--- src/rtl/dlb_policer.sv ---
module dlb_policer #(
  parameter int RATE_W   = 16,
  parameter int BURST_W  = 7,
  parameter int LVL_W    = 23,
  parameter int IPG_W    = 5,
  parameter int LEN_W    = 14,
  parameter int BURST_SH = 12,
  parameter int HI_INC   = 125,
  parameter int LO_INC   = 13653
) (
  input  logic               clk,
  input  logic               rst_n,
  input  logic [1:0]         cfg_mode,
  input  logic [IPG_W-1:0]   cfg_ipg,
  input  logic               cfg_couple,
  input  logic               cfg_cir_ena,
  input  logic [RATE_W-1:0]  cfg_pir_rate,
  input  logic [BURST_W-1:0] cfg_pir_burst,
  input  logic [RATE_W-1:0]  cfg_cir_rate,
  input  logic [BURST_W-1:0] cfg_cir_burst,
  input  logic               drain_tick,
  input  logic               st_wr_pir,
  input  logic               st_wr_cir,
  input  logic [LVL_W-1:0]   st_wdata,
  input  logic               frm_start,
  input  logic [LEN_W-1:0]   frm_len,
  input  logic               frm_valid,
  output logic               verdict_vld,
  output logic [1:0]         verdict,
  output logic [LVL_W-1:0]   pir_level,
  output logic [LVL_W-1:0]   cir_level
);
  localparam int XW = LVL_W + 1;
  localparam logic [1:0] V_OK = 2'd0, V_EXC = 2'd1, V_DROP = 2'd2;

  function automatic logic [LVL_W-1:0] step(input logic [LVL_W-1:0] lvl,
                                            input logic [XW-1:0] drain,
                                            input logic [LVL_W-1:0] add);
    logic [XW-1:0] drained, sum;
    drained = ({1'b0, lvl} > drain) ? {1'b0, lvl} - drain : '0;
    sum     = drained + {1'b0, add};
    return sum[LVL_W] ? '1 : sum[LVL_W-1:0];
  endfunction

  logic             frame, pir_ok, cir_ok, cir_hit, pir_hit;
  logic [LVL_W-1:0] charge, pir_thr, cir_thr;
  logic [XW-1:0]    cir_spare, pir_drain, cir_drain;

  assign frame   = frm_start & frm_valid;
  assign pir_thr = LVL_W'(cfg_pir_burst) << BURST_SH;
  assign cir_thr = LVL_W'(cfg_cir_burst) << BURST_SH;
  assign pir_ok  = pir_level <= pir_thr;
  assign cir_ok  = cir_level <= cir_thr;
  assign cir_hit = frame & pir_ok & cfg_cir_ena & cir_ok;
  assign pir_hit = frame & pir_ok & ~(cfg_cir_ena & cir_ok);

  always_comb begin
    case (cfg_mode)
      2'd0:    charge = LVL_W'(frm_len) + LVL_W'(cfg_ipg);
      2'd1:    charge = LVL_W'(frm_len);
      2'd2:    charge = LVL_W'(HI_INC);
      default: charge = LVL_W'(LO_INC);
    endcase
  end

  assign cir_spare = (cfg_couple && cfg_cir_ena && (XW'(cir_level) < XW'(cfg_cir_rate)))
                     ? XW'(cfg_cir_rate) - XW'(cir_level) : '0;
  assign cir_drain = drain_tick ? XW'(cfg_cir_rate) : '0;
  assign pir_drain = drain_tick ? XW'(cfg_pir_rate) + cir_spare : '0;

  always_ff @(posedge clk or negedge rst_n) begin
    if (!rst_n) begin
      pir_level   <= '0;
      cir_level   <= '0;
      verdict_vld <= 1'b0;
      verdict     <= V_OK;
    end else begin
      pir_level   <= st_wr_pir ? st_wdata : step(pir_level, pir_drain, pir_hit ? charge : '0);
      cir_level   <= st_wr_cir ? st_wdata : step(cir_level, cir_drain, cir_hit ? charge : '0);
      verdict_vld <= frame;
      if (frame)
        verdict <= !pir_ok ? V_DROP : ((cfg_cir_ena && !cir_ok) ? V_EXC : V_OK);
    end
  end

  a_r2_no_frame_no_verdict: assert property (@(posedge clk) disable iff (!rst_n)
    !(frm_start && frm_valid) |=> !verdict_vld);

  a_r4_drop_uncharged: assert property (@(posedge clk) disable iff (!rst_n)
    (frm_start && frm_valid && !drain_tick && !st_wr_pir && !st_wr_cir && pir_level > pir_thr)
    |=> (verdict == V_DROP) && $stable(pir_level) && $stable(cir_level));

  a_r7_drain_floor: assert property (@(posedge clk) disable iff (!rst_n)
    (drain_tick && !frm_start && !st_wr_pir && pir_level <= LVL_W'(cfg_pir_rate))
    |=> pir_level == '0);

  a_r9_write_loads: assert property (@(posedge clk) disable iff (!rst_n)
    st_wr_pir |=> pir_level == $past(st_wdata));

  a_r11_legal_code: assert property (@(posedge clk) disable iff (!rst_n)
    verdict_vld |-> verdict != 2'd3);
endmodule

--- config.mk ---
export PLATFORM = sky130hd
export DESIGN_NAME = dlb_policer
export DESIGN_NICKNAME = d
export VERILOG_FILES = /design/src/rtl/dlb_policer.sv
export SDC_FILE = /design/constraint.sdc
export NUM_CORES = 1
export LEC_CHECK = 0
export CAP_MARGIN = 10
export CORE_UTILIZATION = 51
export DETAILED_ROUTE_END_ITERATION = 10
export PLACE_DENSITY_LB_ADDON = 0.2
export SLEW_MARGIN = 20
export SYNTH_ARGS = -nofsm -noshare
export SYNTH_HDL_FRONTEND = slang
export SYNTH_SLANG_ARGS = --single-unit
--- constraint.sdc ---
create_clock -name clk -period 8.95 [get_ports clk]
set_input_delay 0.895 -clock clk [delete_from_list [all_inputs] [get_ports clk]]
set_output_delay 0.895 -clock clk [all_outputs]
set_load 0.02 [all_outputs]
==> flow_summary.yaml <==
power:
  cell_internal_pwr_uw: 1920
  powerDensity_nw_per_um2: 310
  seqPwrFrac_pct: 12.1
  pwr-share-comb_pct: 82.4
  clockPowerShare_pct: 5.5
  p_sw_share_pct: 51.0
  power_leakage_uw: 0.00580
  power.switching_uw: 1990
  ir_worst_vdd_mv: 0.225
floorplan:
  core.rowCount: 47
  ios: 148
  initial_core_util_pct: 52.8
  core-area_sq_um: 16800
  die_h_microns: 134
  die-area_sq_um: 17900
  die_x_microns: 134
timing:
  slew_headroom_pct: 23.5
  clock.fmax_mhz: 114
  min_period_over_period_pct: 97.8
  skew_ns: 0.00893
  worstMarginPinSlew_ns: 1.14
  setup-violations-final: 0
  fin_hold_ws_ns: 0.573
  hold_viol_final: 0
  slew_viol_final: 0
  layout_min_cycle_time_ns: 8.76
clock_tree:
  cts_sinks: 49
  root_buffer: "clkbuf_16"
  hold_buffers: 0
  clkLatencyLatePin_ns: 0.29
  clk_pin_slew_worst_paths_ns: 0.07
  cts_tree: "done"
  clockBufferDepth: 2
  cts-htree-levels: 2
  cts_inserted_buffers: 5
yosys:
  synth-edff-count: 0
  ys.flop_type: "dfrtp_1"
  ys_warn_count: 0
  syn_area_per_cell_sq_um: 7.49
  synthArstFlopShare_pct: 100
  ys_seq_area_share_pct: 13.8
  ys_types: 90
  netlist_instances: 1182
  syn-cell-area_sq_um: 8850
  ys_seq_elements: 49
route:
  ant_nets: 0
  routed_wl_mm: 34.2
  detail_route.wl_per_cell_microns: 20.0
  drc_errors: 0
  vias_per_cell: 6.11
  drtIter0Drc: 963
  via_count: 10400
  drtPass1Iterations: 6
global_route:
  grt_remaining_overflow: 0
  grt_use_total_pct: 36.8
  grt_pass1_vias: 9687
  grt_max_degree: 50
  grt_pass1_wl_mm: 51.0
  antenna_found_initial: 0
worst_setup_path:
  cpPeakStageDelay_ns: 0.42
  critPathTopFamily: "compound AO/OA/AOI/OAI gates"
  r2r_start: "cir_level[14]"
  path_buf_inv: 5
  cp_max_fo: 5
  crit_cells: 42
  ff2ff_path_depth: 41
  critPathRequiredTime_ns: 9.08
  worstSetupEndpointType: "flip-flop"
  rr_endpoint: "pir_level[22]"
  rrSetupSlack_ns: 0.45
  critPathArrivalTime_ns: 8.89
  cp-start-kind: "primary input"
  slowest_stage: "o41a_1"
  crit_type: "primary input to flip-flop"
placement:
  port_buffers: 147
  placed_area_sq_um: 11700
  gp_congestion: 1.05
  placed_cells: 1678
  hpwl_mm: 27.6
layout:
  num-fill-cells: 1323
  layout.cells.non_filler: 1705
  num_antenna_cells: 0
  final_nets: 1710
  final_common_cell: "buf_4"
  final_cell_mix: "174 x buf_4, 139 x nor2_1, 131 x clkdlybuf4s50_1"
  syn_to_final_growth_pct: 42.5
  multi_input_area_sq_um: 7740
  seq_area_sq_um: 1230
  stdcell_area_sq_um: 12600
  layout-drive-gt1-share_pct: 20.7
status:
  outcome: "complete, no violations"
run:
  cap_violations: 0
worst_hold_path:
  min_path_type: "flip-flop to flip-flop"
  holdPathStages: 2
  holdPathEnd: "verdict[1]"
  hold_start: "verdict[1]"
flip-flops by register name, summed over array words and instances, names as in the netlist:
signal       cells
pir_level       23
verdict_vld      1
cir_level       23
verdict          2
layout make-up:
type	instances	area share, %
clock buffer	5	0.992
clock inverter	3	0.347
inverter	93	2.77
multi-input combinational	1009	61.3
sequential	49	9.72
tap	220	2.18
timing repair buffer	326	22.7
metal layers:
layer | GRT usage [%] | wire, microns | up-vias
met2 | 55.9 | 14900 | 561
met1 | 49.6 | 14200 | 4870
met5 | 0 | 0 | -
li1 | - | - | 4905
met3 | 7.65 | 3680 | 81
met4 | 17.6 | 1430 | 0
what timing repair did:
| item | CTS | global route |
|---|---|---|
| pin swaps | 5 | 67 |
| gates resized for setup | 15 | 104 |
| setup buffers | 2 | 15 |
| setup endpoints to repair | 23 | 23 |
| gates cloned | 0 | 2 |
synthesized netlist by cell type, types with 6 or more instances:
library cell  number  area share, %
or3_1             14           0.99
a211o_1            7           0.69
nand3b_1           6           0.51
a211oi_1          13            1.1
dfrtp_1           49             14
inv_1             93            3.9
xnor2_1           51            5.0
o21ai_0           54            3.1
nand4_1           13           0.92
nor4_1            14           0.99
nor2_1           144            6.1
xor2_1            42            4.2
and2_1            11           0.78
nand2_1           89            3.8
o211ai_1          10           0.85
ha_1             120             17
a22oi_1           31            2.6
a21oi_1           76            4.3
or2_2              7           0.49
clkbuf_1          23           0.98
nand3_1           31            1.8
o21bai_1          16            1.4
fa_1               7            1.6
a21o_1            37            3.1
nor2b_1           20            1.4
a2bb2oi_1         10           0.99
nor3_1            30            1.7
nand2b_1          13           0.92
a31oi_1            6           0.42
o21a_1            32            2.7
and3_1             7           0.49
worst reg2reg max path: cells and delay by family, from the launching register on:
family,cells,cell delay [ns]
compound gates,15,2.99
simple gates,14,2.47
fa+ha+maj,5,1.35
buf+inv,5,0.64
flops,1,0.46
mux,1,0.33
xor+xnor,1,0.12
stage by stage:
stage | utilization [%] | power [uW] | TNS [ns] | setup slack (ns)
2_1_floorplan | - | 2230 | 0 | 0.00536
3_5_place_dp | 69.7 | 3380 | -12.12 | -0.657
6_report | 75.3 | 3910 | 0 | 0.194
3_3_place_gp | 69.7 | 3340 | -5.03 | -0.249
4_1_cts | 71.3 | 3640 | -0.0198 | -0.0152
5_1_grt | 75.3 | 4170 | -0.223 | -0.0670
power groups by stage:
stage | Combinational [uW] | Clock, uW | Sequential, uW
after floorplan | 1720 | 0 | 505
after global placement | 2880 | 0 | 463
after detailed placement | 2920 | 0 | 460
after CTS | 2960 | 218 | 457
after global routing | 3470 | 228 | 471
final | 3220 | 217 | 472
cell families after synthesis:
group / count (synthesis) / synth area share (%)
adder cells (fa/ha/maj): 127 / 18.5
flip-flops: 49 / 13.8
AND/OR/NAND/NOR: 425 / 23.7
AO/OA/AOI/OAI: 355 / 28.2
multiplexers: 6 / 0.707
other: 1 / 0.0424
buffers and inverters: 126 / 5.72
XOR/XNOR: 93 / 9.20
worst max-delay path by stage:
stage / slack, ns / to / start
global route: -0.07 / pir_level[22] / cfg_cir_rate[0]
detailed placement: -0.66 / pir_level[21] / cfg_cir_rate[0]
global placement: -0.25 / pir_level[0] / cfg_cir_rate[0]
floorplan: 0.005 / pir_level[0] / cfg_cir_rate[0]
CTS: -0.02 / pir_level[22] / cfg_cir_rate[0]
finish: 0.19 / pir_level[22] / cfg_cir_rate[0]
Power figures use the tool's default switching activity.
